===== config.mk =====
export PLATFORM = sky130hd
export DESIGN_NAME = trap_entry_ctrl
export DESIGN_NICKNAME = d
export VERILOG_FILES = /design/src/rtl/trap_entry_pkg.sv /design/src/rtl/trap_deleg_sel.sv /design/src/rtl/trap_vec_gen.sv /design/src/rtl/trap_status_stack.sv /design/src/rtl/trap_level_csrs.sv /design/src/rtl/trap_entry_ctrl.sv
export SDC_FILE = /design/constraint.sdc
export NUM_CORES = 1
export LEC_CHECK = 0
export BUFFER_PORTS_ARGS = -buffer_cell sky130_fd_sc_hd__clkbuf_2
export CORE_AREA = 2 2 335 337
export DETAILED_ROUTE_END_ITERATION = 7
export DIE_AREA = 0 0 337 339
export MAX_ROUTING_LAYER = met4
export PLACE_DENSITY_LB_ADDON = 0.25
export SKIP_LAST_GASP = 1
export SYNTH_ARGS = -nofsm -noshare
export SYNTH_HDL_FRONTEND = slang
export SYNTH_SLANG_ARGS = --single-unit

===== constraint.sdc =====
create_clock -name clk_i -period 10.9 [get_ports clk_i]
set_input_delay 2.18 -clock clk_i [delete_from_list [all_inputs] [get_ports clk_i]]
set_output_delay 2.18 -clock clk_i [all_outputs]
set_load 0.03 [all_outputs]

===== src/rtl/trap_entry_pkg.sv =====
package trap_entry_pkg;
  localparam logic [1:0] PRIV_U = 2'd0;
  localparam logic [1:0] PRIV_S = 2'd1;
  localparam logic [1:0] PRIV_M = 2'd3;

  localparam logic [3:0] SEL_M_IDLG = 4'd0;
  localparam logic [3:0] SEL_S_IDLG = 4'd1;
  localparam logic [3:0] SEL_M_EDLG = 4'd2;
  localparam logic [3:0] SEL_S_EDLG = 4'd3;
  localparam logic [3:0] SEL_M_VEC  = 4'd4;
  localparam logic [3:0] SEL_S_VEC  = 4'd5;
  localparam logic [3:0] SEL_U_VEC  = 4'd6;
  localparam logic [3:0] SEL_STAT   = 4'd7;
  localparam logic [3:0] SEL_PRIV   = 4'd8;

  typedef struct packed {
    logic       mprv;
    logic [1:0] mpp;
    logic       mpie;
    logic       mie;
    logic       spp;
    logic       spie;
    logic       sie;
    logic       upie;
    logic       uie;
  } stat_t;
endpackage


===== src/rtl/trap_deleg_sel.sv =====
module trap_deleg_sel
  import trap_entry_pkg::*;
#(
  parameter int XLEN   = 64,
  parameter int CODE_W = $clog2(XLEN)
) (
  input  logic [1:0]        cur_priv_i,
  input  logic              irq_i,
  input  logic [CODE_W-1:0] code_i,
  input  logic [XLEN-1:0]   m_idlg_i,
  input  logic [XLEN-1:0]   m_edlg_i,
  input  logic [XLEN-1:0]   s_idlg_i,
  input  logic [XLEN-1:0]   s_edlg_i,
  output logic [1:0]        target_o
);
  logic m_bit, s_bit;

  always_comb begin
    m_bit    = irq_i ? m_idlg_i[code_i] : m_edlg_i[code_i];
    s_bit    = irq_i ? s_idlg_i[code_i] : s_edlg_i[code_i];
    target_o = PRIV_M;
    if (cur_priv_i != PRIV_M && m_bit) target_o = PRIV_S;
    // second stage is evaluated independently of the first
    if (cur_priv_i == PRIV_U && s_bit) target_o = PRIV_U;
  end
endmodule


===== src/rtl/trap_vec_gen.sv =====
module trap_vec_gen #(
  parameter int XLEN   = 64,
  parameter int CODE_W = $clog2(XLEN)
) (
  input  logic [XLEN-1:0]   tvec_i,
  input  logic              irq_i,
  input  logic [CODE_W-1:0] code_i,
  output logic [XLEN-1:0]   addr_o
);
  localparam int PAD_W = XLEN - CODE_W - 2;

  logic [XLEN-1:0] base, offs;

  always_comb begin
    base   = {tvec_i[XLEN-1:2], 2'b00};
    offs   = {{PAD_W{1'b0}}, code_i, 2'b00};
    // bit 1 reserved: only mode 1 vectors
    addr_o = (irq_i && tvec_i[1:0] == 2'b01) ? base + offs : base;
  end
endmodule


===== src/rtl/trap_status_stack.sv =====
module trap_status_stack
  import trap_entry_pkg::*;
(
  input  logic       clk_i,
  input  logic       rst_ni,
  input  logic       trap_i,
  input  logic [1:0] target_i,
  input  logic [1:0] cur_priv_i,
  input  logic       wr_en_i,
  input  stat_t      wr_data_i,
  output stat_t      stat_o
);
  stat_t st_q;

  always_ff @(posedge clk_i or negedge rst_ni) begin
    if (!rst_ni) begin
      st_q <= '0;
    end else if (trap_i) begin
      unique case (target_i)
        PRIV_M: begin
          st_q.mpp  <= cur_priv_i;
          st_q.mpie <= st_q.mie;
          st_q.mie  <= 1'b0;
        end
        PRIV_S: begin
          st_q.spp  <= cur_priv_i[0];
          st_q.spie <= st_q.sie;
          st_q.sie  <= 1'b0;
        end
        default: begin
          st_q.upie <= st_q.uie;
          st_q.uie  <= 1'b0;
        end
      endcase
    end else if (wr_en_i) begin
      st_q <= wr_data_i;
    end
  end

  assign stat_o = st_q;


  m_stack_chk: assert property (@(posedge clk_i) disable iff (!rst_ni)
    (trap_i && target_i == PRIV_M) |=> (!st_q.mie && st_q.mpie == $past(st_q.mie)
      && st_q.mpp == $past(cur_priv_i) && $stable(st_q.sie) && $stable(st_q.uie)));

  s_stack_chk: assert property (@(posedge clk_i) disable iff (!rst_ni)
    (trap_i && target_i == PRIV_S) |=> (!st_q.sie && st_q.spie == $past(st_q.sie)
      && $stable(st_q.mie) && $stable(st_q.mpp) && $stable(st_q.uie)));

  u_stack_chk: assert property (@(posedge clk_i) disable iff (!rst_ni)
    (trap_i && target_i == PRIV_U) |=> (!st_q.uie && st_q.upie == $past(st_q.uie)
      && $stable(st_q.mprv) && $stable(st_q.mie) && $stable(st_q.sie) && $stable(st_q.spp)));
endmodule


===== src/rtl/trap_level_csrs.sv =====
module trap_level_csrs #(
  parameter int XLEN = 64
) (
  input  logic            clk_i,
  input  logic            rst_ni,
  input  logic            we_i,
  input  logic [XLEN-1:0] cause_i,
  input  logic [XLEN-1:0] epc_i,
  input  logic [XLEN-1:0] tval_i,
  output logic [XLEN-1:0] cause_o,
  output logic [XLEN-1:0] epc_o,
  output logic [XLEN-1:0] tval_o
);
  always_ff @(posedge clk_i or negedge rst_ni) begin
    if (!rst_ni) begin
      cause_o <= '0;
      epc_o   <= '0;
      tval_o  <= '0;
    end else if (we_i) begin
      cause_o <= cause_i;
      epc_o   <= epc_i;
      tval_o  <= tval_i;
    end
  end
endmodule


===== src/rtl/trap_entry_ctrl.sv =====
module trap_entry_ctrl
  import trap_entry_pkg::*;
#(
  parameter int              XLEN      = 64,
  parameter int              CODE_W    = $clog2(XLEN),
  parameter logic [XLEN-1:0] RESET_VEC = 64'h0000_0000_0000_1000
) (
  input  logic              clk_i,
  input  logic              rst_ni,
  input  logic              trap_valid_i,
  input  logic              trap_irq_i,
  input  logic [CODE_W-1:0] trap_code_i,
  input  logic [XLEN-1:0]   trap_pc_i,
  input  logic [XLEN-1:0]   trap_tval_i,
  input  logic              cfg_we_i,
  input  logic [3:0]        cfg_sel_i,
  input  logic [XLEN-1:0]   cfg_wdata_i,
  output logic [1:0]        priv_o,
  output logic [9:0]        stat_o,
  output logic              redirect_valid_o,
  output logic [XLEN-1:0]   redirect_pc_o,
  output logic [XLEN-1:0]   m_cause_o,
  output logic [XLEN-1:0]   m_epc_o,
  output logic [XLEN-1:0]   m_tval_o,
  output logic [XLEN-1:0]   s_cause_o,
  output logic [XLEN-1:0]   s_epc_o,
  output logic [XLEN-1:0]   s_tval_o,
  output logic [XLEN-1:0]   u_cause_o,
  output logic [XLEN-1:0]   u_epc_o,
  output logic [XLEN-1:0]   u_tval_o
);
  localparam int NLVL  = 3;
  localparam int PAD_W = XLEN - 1 - CODE_W;
  localparam int ST_W  = $bits(stat_t);

  logic [XLEN-1:0] m_idlg_q, s_idlg_q, m_edlg_q, s_edlg_q;
  logic [XLEN-1:0] m_vec_q, s_vec_q, u_vec_q, sel_vec, vec_addr;
  logic [1:0]      priv_q, target;
  logic            boot_q;
  logic [XLEN-1:0] cause_val;
  logic [NLVL-1:0] lvl_we;
  logic [XLEN-1:0] cause_a [NLVL];
  logic [XLEN-1:0] epc_a   [NLVL];
  logic [XLEN-1:0] tval_a  [NLVL];
  stat_t           stat;

  trap_deleg_sel #(.XLEN(XLEN), .CODE_W(CODE_W)) u_deleg (
    .cur_priv_i(priv_q), .irq_i(trap_irq_i), .code_i(trap_code_i),
    .m_idlg_i(m_idlg_q), .m_edlg_i(m_edlg_q),
    .s_idlg_i(s_idlg_q), .s_edlg_i(s_edlg_q),
    .target_o(target)
  );

  always_comb begin
    unique case (target)
      PRIV_M:  sel_vec = m_vec_q;
      PRIV_S:  sel_vec = s_vec_q;
      default: sel_vec = u_vec_q;
    endcase
  end

  trap_vec_gen #(.XLEN(XLEN), .CODE_W(CODE_W)) u_vec (
    .tvec_i(sel_vec), .irq_i(trap_irq_i), .code_i(trap_code_i), .addr_o(vec_addr)
  );

  // configuration registers
  always_ff @(posedge clk_i or negedge rst_ni) begin
    if (!rst_ni) begin
      m_idlg_q <= '0; s_idlg_q <= '0; m_edlg_q <= '0; s_edlg_q <= '0;
      m_vec_q  <= '0; s_vec_q  <= '0; u_vec_q  <= '0;
    end else if (cfg_we_i) begin
      unique case (cfg_sel_i)
        SEL_M_IDLG: m_idlg_q <= cfg_wdata_i;
        SEL_S_IDLG: s_idlg_q <= cfg_wdata_i;
        SEL_M_EDLG: m_edlg_q <= cfg_wdata_i;
        SEL_S_EDLG: s_edlg_q <= cfg_wdata_i;
        SEL_M_VEC:  m_vec_q  <= cfg_wdata_i;
        SEL_S_VEC:  s_vec_q  <= cfg_wdata_i;
        SEL_U_VEC:  u_vec_q  <= cfg_wdata_i;
        default: ;
      endcase
    end
  end

  // privilege and boot redirect
  always_ff @(posedge clk_i or negedge rst_ni) begin
    if (!rst_ni) begin
      priv_q <= PRIV_M;
      boot_q <= 1'b1;
    end else begin
      boot_q <= 1'b0;
      if (trap_valid_i) priv_q <= target;
      else if (cfg_we_i && cfg_sel_i == SEL_PRIV)
        priv_q <= (cfg_wdata_i[1:0] == 2'd2) ? PRIV_M : cfg_wdata_i[1:0];
    end
  end

  trap_status_stack u_stat (
    .clk_i(clk_i), .rst_ni(rst_ni), .trap_i(trap_valid_i),
    .target_i(target), .cur_priv_i(priv_q),
    .wr_en_i(cfg_we_i && cfg_sel_i == SEL_STAT),
    .wr_data_i(stat_t'(cfg_wdata_i[ST_W-1:0])),
    .stat_o(stat)
  );

  assign cause_val = {trap_irq_i, {PAD_W{1'b0}}, trap_code_i};

  // level index: 0 user, 1 supervisor, 2 machine
  for (genvar i = 0; i < NLVL; i++) begin : g_lvl
    localparam logic [1:0] LVL_PRIV = (i == 0) ? PRIV_U : (i == 1) ? PRIV_S : PRIV_M;
    assign lvl_we[i] = trap_valid_i && target == LVL_PRIV;
    trap_level_csrs #(.XLEN(XLEN)) u_csrs (
      .clk_i(clk_i), .rst_ni(rst_ni), .we_i(lvl_we[i]),
      .cause_i(cause_val), .epc_i(trap_pc_i), .tval_i(trap_tval_i),
      .cause_o(cause_a[i]), .epc_o(epc_a[i]), .tval_o(tval_a[i])
    );
  end

  assign priv_o           = priv_q;
  assign stat_o           = stat;
  assign redirect_valid_o = trap_valid_i || boot_q;
  assign redirect_pc_o    = trap_valid_i ? vec_addr : RESET_VEC;
  assign u_cause_o = cause_a[0]; assign u_epc_o = epc_a[0]; assign u_tval_o = tval_a[0];
  assign s_cause_o = cause_a[1]; assign s_epc_o = epc_a[1]; assign s_tval_o = tval_a[1];
  assign m_cause_o = cause_a[2]; assign m_epc_o = epc_a[2]; assign m_tval_o = tval_a[2];


  m_no_deleg_chk: assert property (@(posedge clk_i) disable iff (!rst_ni)
    (trap_valid_i && priv_q == PRIV_M) |=> priv_q == PRIV_M);

  u_only_from_u_chk: assert property (@(posedge clk_i) disable iff (!rst_ni)
    (trap_valid_i && priv_q == PRIV_S) |=> priv_q != PRIV_U);

  one_level_chk: assert property (@(posedge clk_i) disable iff (!rst_ni) $onehot0(lvl_we));

  m_cause_kept_chk: assert property (@(posedge clk_i) disable iff (!rst_ni)
    (trap_valid_i && target != PRIV_M) |=> $stable(m_cause_o));

  redirect_align_chk: assert property (@(posedge clk_i) disable iff (!rst_ni)
    (trap_valid_i && !trap_irq_i) |-> redirect_pc_o[1:0] == 2'b00);

  idle_hold_chk: assert property (@(posedge clk_i) disable iff (!rst_ni)
    (!trap_valid_i && !cfg_we_i) |=> ($stable(priv_q) && $stable(stat_o) && $stable(m_epc_o)));
endmodule


Yosys cells after proc, flatten, opt, wreduce, memory -nomap -nowiden
Index checks and enable logic that the tools add are counted.
{ "classes": {"n_addsub": 1, "magnitude_cmp": 1, "eq_ne": 16, "muxes": 23, "bitwise": 1, "reduce_logical": 26} }
{ "ops": {"columns": ["op", "count"], "rows": [
  ["64-bit two-way mux", 2],
  ["64-bit one-hot mux with 2 select lines", 1],
  ["64-bit by 8-bit adder with 64-bit output", 1],
  ["1-bit binary-select mux with 6-bit select", 4],
  ["2-bit AND reduction", 11],
  ["9-bit two-way mux", 2],
  ["4-bit by 3-bit == test with 1-bit output, second input constant", 4],
  ["2-bit two-way mux", 6],
  ["4-bit by 2-bit == test with 1-bit output, second input constant", 2],
  ["1-bit logical AND", 8],
  ["6-bit by 7-bit < comparator with 1-bit output, second input constant", 1],
  ["1-bit two-way mux", 6],
  ["2-bit by 1-bit == test with 1-bit output, second input constant", 2],
  ["2-bit == test, second input constant", 2],
  ["4-bit by 1-bit == test with 1-bit output, second input constant", 1],
  ["4-bit == test, second input constant", 1],
  ["2-bit logical NOT", 2],
  ["4-bit logical NOT", 1],
  ["4-bit two-way mux", 1],
  ["2-bit by 1-bit != test with 1-bit output, second input constant", 2],
  ["2-bit != test, second input constant", 2],
  ["2-bit nonzero test", 2],
  ["3-bit two-way mux", 1],
  ["2-bit OR reduction", 1],
  ["2 further kinds", 2]
]} }
{ "word_totals": {"regBits": 866, "input_bits": 207, "output_inout_bits": 653, "wordCells": 95} }

Depth between registers and ports, before layout
{ "depth": {"depth_word": 12, "ltp_mapped": 32, "ltp_nobuf": 21} }

Modules after synthesis
From an unflattened synthesis, not the netlist that was laid out.
{ "unflattened": {"hier_cells": 2919, "area_unflattened_um2": 45282.2} }
{ "by_module_without_submodules": {"columns": ["module", "n_inst", "cells_each", "area_each_um2", "seq_area_each_um2"], "rows": [
  ["trap_level_csrs", 3, 405, 7196.9, 4804.6],
  ["trap_entry_ctrl", 1, 1260, 19314.8, 11289.6],
  ["trap_deleg_sel", 1, 164, 2184.6, 0.0],
  ["trap_vec_gen", 1, 234, 1636.6, 0.0],
  ["trap_status_stack", 1, 46, 555.5, 250.2]
]} }

Worst setup path before layout
Ideal clock, no wire load.
{ "synth_timing": {"path_kind": "input port to output port", "from": "input trap_code_i[0]", "to": "output redirect_pc_o[32]", "arrival_ns": 8.079, "t_required_ns": 8.720, "setup_slack_ns": 0.641, "cell_stages": 29, "path_buffers": 10, "path_cell_list": "buf_4 > buf_4 > buf_2 > a2111oi_0 > nor3_1 > o31a_1 > a31oi_4 > and3_1 > buf_2 > buf_2 > buf_2 > buf_2 > buf_1 > buf_1 > nor2_1 > a31oi_1 > ha_1 > fa_1 > nand3_1 > nand2_1 > a21o_1 > a21o_1 > inv_1 > a311oi_1 > nand3_1 > or4_4 > buf_6 > or3_1 > a21oi_1"} }
{ "synth_via": {"elab_chain_len": 12, "word_cells_on_any_way": 22, "classes_between": "add/sub: 1; eq/ne: 3; mux: 15; reduce/logical: 3"} }
{ "synth_rtl": {"columns": ["element", "line", "source"], "rows": [
  ["from (decl)", "trap_entry_ctrl.sv:12", "input logic [CODE_W-1:0] trap_code_i,"],
  ["branches (longest 10 deep; another with 64-bit by 8-bit adder with 64-bit output)", null, null],
  ["64-bit two-way mux (*)", "trap_vec_gen.sv:18", "addr_o = (irq_i && tvec_i[1:0] == 2'b01) ? base + offs : base;"],
  ["64-bit two-way mux (*)", "trap_entry_ctrl.sv:122", "assign redirect_pc_o = trap_valid_i ? vec_addr : RESET_VEC;"],
  ["to (decl)", "trap_entry_ctrl.sv:21", "output logic [XLEN-1:0] redirect_pc_o,"]
]} }
Mark *: on every way between the ends. The select of a mux whose other input is x is not followed.

Worst setup path after layout
{ "layout_timing": {"from": "input trap_code_i[0]", "to": "output redirect_pc_o[21]"} }
The elaborated chain is that of the path after synthesis.

==> out/qor.csv <==
stage,metric,value,unit
global_route,grt_remaining_overflow,0,
setup_path,crit_type,in2out,
timing,max_clock_freq,96.2,MHz
hold_path,timing.hold.worst.class,reg2reg,
setup_path,cp-start-kind,input port,
setup_path,setup.worst_path.end,redirect_pc_o[21],
synth,netlist_area,39900,sq um
cells_and_area,finalNetCount,4415,
setup_path,data_required_time_at_the_worst_endpoint,8.72,ns
clocking,maximum_number_of_buffers_from_clock_root_to_sink,3,
setup_path,worst_r2r_endpoint,g_lvl[0].u_csrs.tval_o[28],
clocking,cts_repair_resize_count,0,
routing,drtIter0Drc,2459,
setup_path,crit_path_max_fanout,21,
synth,ys.flop_type,dfrtp_1,
timing,timing.clock.skew,0.0333,ns
place,finalWeightedCongestion,0.945,
synth,netlist_top_cells_count,"nand2_1, dfrtp_1, mux2_2",
power_and_ir_drop,seq_power_share,38.6,%
clocking,clkLatencyLatePin,0.69,ns
clocking,numCtsBuffers,98,
place,post-dp-hpwl,115,mm
routing,firstDrtPassIters,6,
floorplan,die_w,337,um
timing,setup_slack,0.510,ns
power_and_ir_drop,power_frac_comb,34.9,%
synth,yosys-top-cells-area,"dfrtp_1, mux2_2, nand2_1",
timing,fin_setup_tns,0,ns
power_and_ir_drop,clockPowerShare,26.5,%
timing,worst-slew-pin-transition,1.15,ns
synth,synth_simple_gate_area_share,12.9,%
cells_and_area,drive_gt1_share,36.6,%
setup_path,crit_path_start,trap_code_i[0],
power_and_ir_drop,power_leakage,0.0233,uW
floorplan,fp.dieH,339,um
place,place.port_buffers,686,
synth,post-synth-top-count-cell,nand2_1,
timing,final-max-slew-violation-count,0,
synth,yosys.area.top_type,dfrtp_1,
synth,yosys.area_share.adder,0.269,%
global_route,grt_start_max_net_pins,144,
power_and_ir_drop,power_per_cell_area,262,nW/um^2
floorplan,placement_rows,122,
setup_path,ff2ff_setup_slack,6.16,ns
routing,drc_errors,0,
timing,timing.final.setup_violations,0,
synth,synthXorXnorAreaFrac,0.833,%
floorplan,starting_density_of_the_core,36.2,%
global_route,globalRouteTotalUtil,27.7,%
setup_path,cells_on_worst_reg2reg_path,11,
synth,synth_compound_gate_area_share,4.64,%
synth,ys_types,80,
timing,post-route-min-period,10.39,ns
floorplan,core_area,110000,sq um
routing,routed-via-count,29900,
routing,via_per_inst,5.18,
synth,synth_edf_count,0,
synth,synthMuxAreaShare,21.3,%
routing,route.antenna.remaining_nets,0,
clocking,clock_tree_from_tritoncts,built,
global_route,grt_antenna_before_repair,41,
place,worst_slack_at_placement,0.678,ns
clocking,cts_setup_buffers,0,
timing,final.period_utilization,95.3,%
timing,timing.hold.ws,0.468,ns
routing,totalWireLength,157,mm
routing,wire_per_inst,27.1,um
synth,synth_seq_area_share,54.3,%
setup_path,cp.arrival,8.21,ns
synth,synth_top_area_share,54.1,%
synth,ys_async_sr_fraction,100,%
synth,synth_top_family_by_area,multiplexers,
clocking,clock_sinks,866,
synth,postSynthCellCount,3559,
power_and_ir_drop,worst_ir_drop_vdd,120,uV
synth,synth.ff_latch_count,866,
floorplan,io-pin-count,860,
clocking,clk_transition_reported_paths,0.05,ns
outcome,outcome,completed,
setup_path,critPathCaptureType,output port,
timing,grt_setup_unrepaired,no,
clocking,ctsHoldBuffers,0,
timing,hold_viol_final,0,
timing,slew_headroom,23.6,%
synth,yosysWarnings,0,
cells_and_area,flow.area_growth_from_synthesis,19.0,%
global_route,via_count_of_the_first_global_routing_pass,28700,
clocking,h-tree-depth,3,
synth,synth.avg_cell_area,11.2,sq um
global_route,grt_first_pass_wirelength,220,mm
floorplan,floorplan_die_area,114000,sq um
power_and_ir_drop,power.share.switching,40.6,%
power_and_ir_drop,cellInternalPower,7410,uW
cells_and_area,final_core_utilization,43.1,%
flow_run,cap_violations,0,
power_and_ir_drop,p_sw,5060,uW
clocking,cts_root_buf,clkbuf_16,
setup_path,reg2reg_from,s_edlg_q[7],
## power by group through the flow
| stage | clock (uW) | combinational [uW] | sequential, uW |
|---|---|---|---|
| 2_1_floorplan | 0 | 1610 | 5850 |
| 3_3_place_gp | 0 | 4310 | 4810 |
| 3_5_place_dp | 0 | 4340 | 4830 |
| 4_1_cts | 3380 | 4360 | 4790 |
| 5_1_grt | 3510 | 4630 | 4920 |
| 6_report | 3300 | 4360 | 4810 |
## routing by layer
layer	global-route usage [%]	share of wire, %
met1	36.6	42
met2	39.8	44
met3	10.5	12
met4	6.92	2.5
met5	-	0
## worst max-delay path, cell delays in order
cell	delay [ns]
clkbuf_2	0.56
mux4_2	0.60
a22oi_1	0.30
o31ai_1	0.12
o31a_1	0.32
a31oi_4	0.16
and3_2	0.36
buf_4	0.27
a31oi_1	0.18
ha_1	0.31
a21o_1	0.11
a21o_1	0.14
a21o_1	0.12
a21oi_1	0.09
nor2b_1	0.11
nor2_1	0.08
a21oi_1	0.23
nand2_1	0.08
nor2_1	0.74
nand3_1	0.22
mux2i_1	0.16
nor3_1	0.42
clkbuf_2	0.30
## final cells by class
class	instances	area [sq um]
well taps	1488	1860
fillers	10800	62800
clock inverters	28	308
inverters	11	41.3
multi-input cells	2471	16700
diodes	14	35.0
clock buffers	146	2870
repair buffers	752	4020
flip-flops and latches	866	21700
## cells by family (layout without fill, tap and decap cells)
| group | after synthesis | in the layout |
|---|---|---|
| and+or+nand+nor | 1233 | 1233 |
| DFF | 866 | 866 |
| muxes | 732 | 732 |
| buffers and inverters | 395 | 937 |
| AOI/OAI and AO/OA | 286 | 286 |
| xor gates and xnor gates | 38 | 38 |
| adders and majority gates | 8 | 8 |
| other | 1 | 188 |
## sequential cells by signal, indices dropped and copies added, names as in the netlist
name / flops
m_vec_q: 64
s_idlg_q: 64
s_edlg_q: 64
g_lvl.u_csrs.cause_o: 21
u_stat.stat_o: 10
boot_q: 1
g_lvl.u_csrs.tval_o: 192
priv_o: 2
s_vec_q: 64
g_lvl.u_csrs.epc_o: 192
m_edlg_q: 64
u_vec_q: 64
m_idlg_q: 64
## worst min path at each step
| stage | startpoint | endpoint | slack (ns) | cells after the start |
|---|---|---|---|---|
| 3_3_place_gp | g_lvl[2].u_csrs.tval_o[11] | g_lvl[2].u_csrs.tval_o[11] | 0.46 | 2 |
| 6_report | g_lvl[2].u_csrs.epc_o[42] | g_lvl[2].u_csrs.epc_o[42] | 0.47 | 2 |
| 3_5_place_dp | g_lvl[0].u_csrs.epc_o[28] | g_lvl[0].u_csrs.epc_o[28] | 0.46 | 2 |
| 2_1_floorplan | m_idlg_q[21] | m_idlg_q[21] | 0.47 | 1 |
| 4_1_cts | g_lvl[2].u_csrs.epc_o[42] | g_lvl[2].u_csrs.epc_o[42] | 0.48 | 2 |
| 5_1_grt | g_lvl[2].u_csrs.epc_o[37] | g_lvl[2].u_csrs.epc_o[37] | 0.49 | 2 |
## placed cells by master, fill, tap and decap left out, types with 23 or more instances in the layout
cell and count:
conb_1 174, o21ai_0 71, mux2i_1 108, and3_1 23, nand2_1 927, clkbuf_16 100, mux2_2 582, nand3_1 58
buf_4 61, dfrtp_1 863, a31oi_1 40, nor2_1 85, clkbuf_1 27, clkbuf_2 684, nand4_1 28, mux4_2 35
a21oi_1 58
## through the flow
stage	std cells	total power, uW	area (sq um)
final	5776	12500	47500
after CTS	5762	12500	47500
after global routing	5771	13100	47500
after floorplan	3732	7460	40600
after detailed placement	5588	9180	44300
after global placement	5588	9120	44300
No activity file was read; power rests on OpenSTA's default activity.
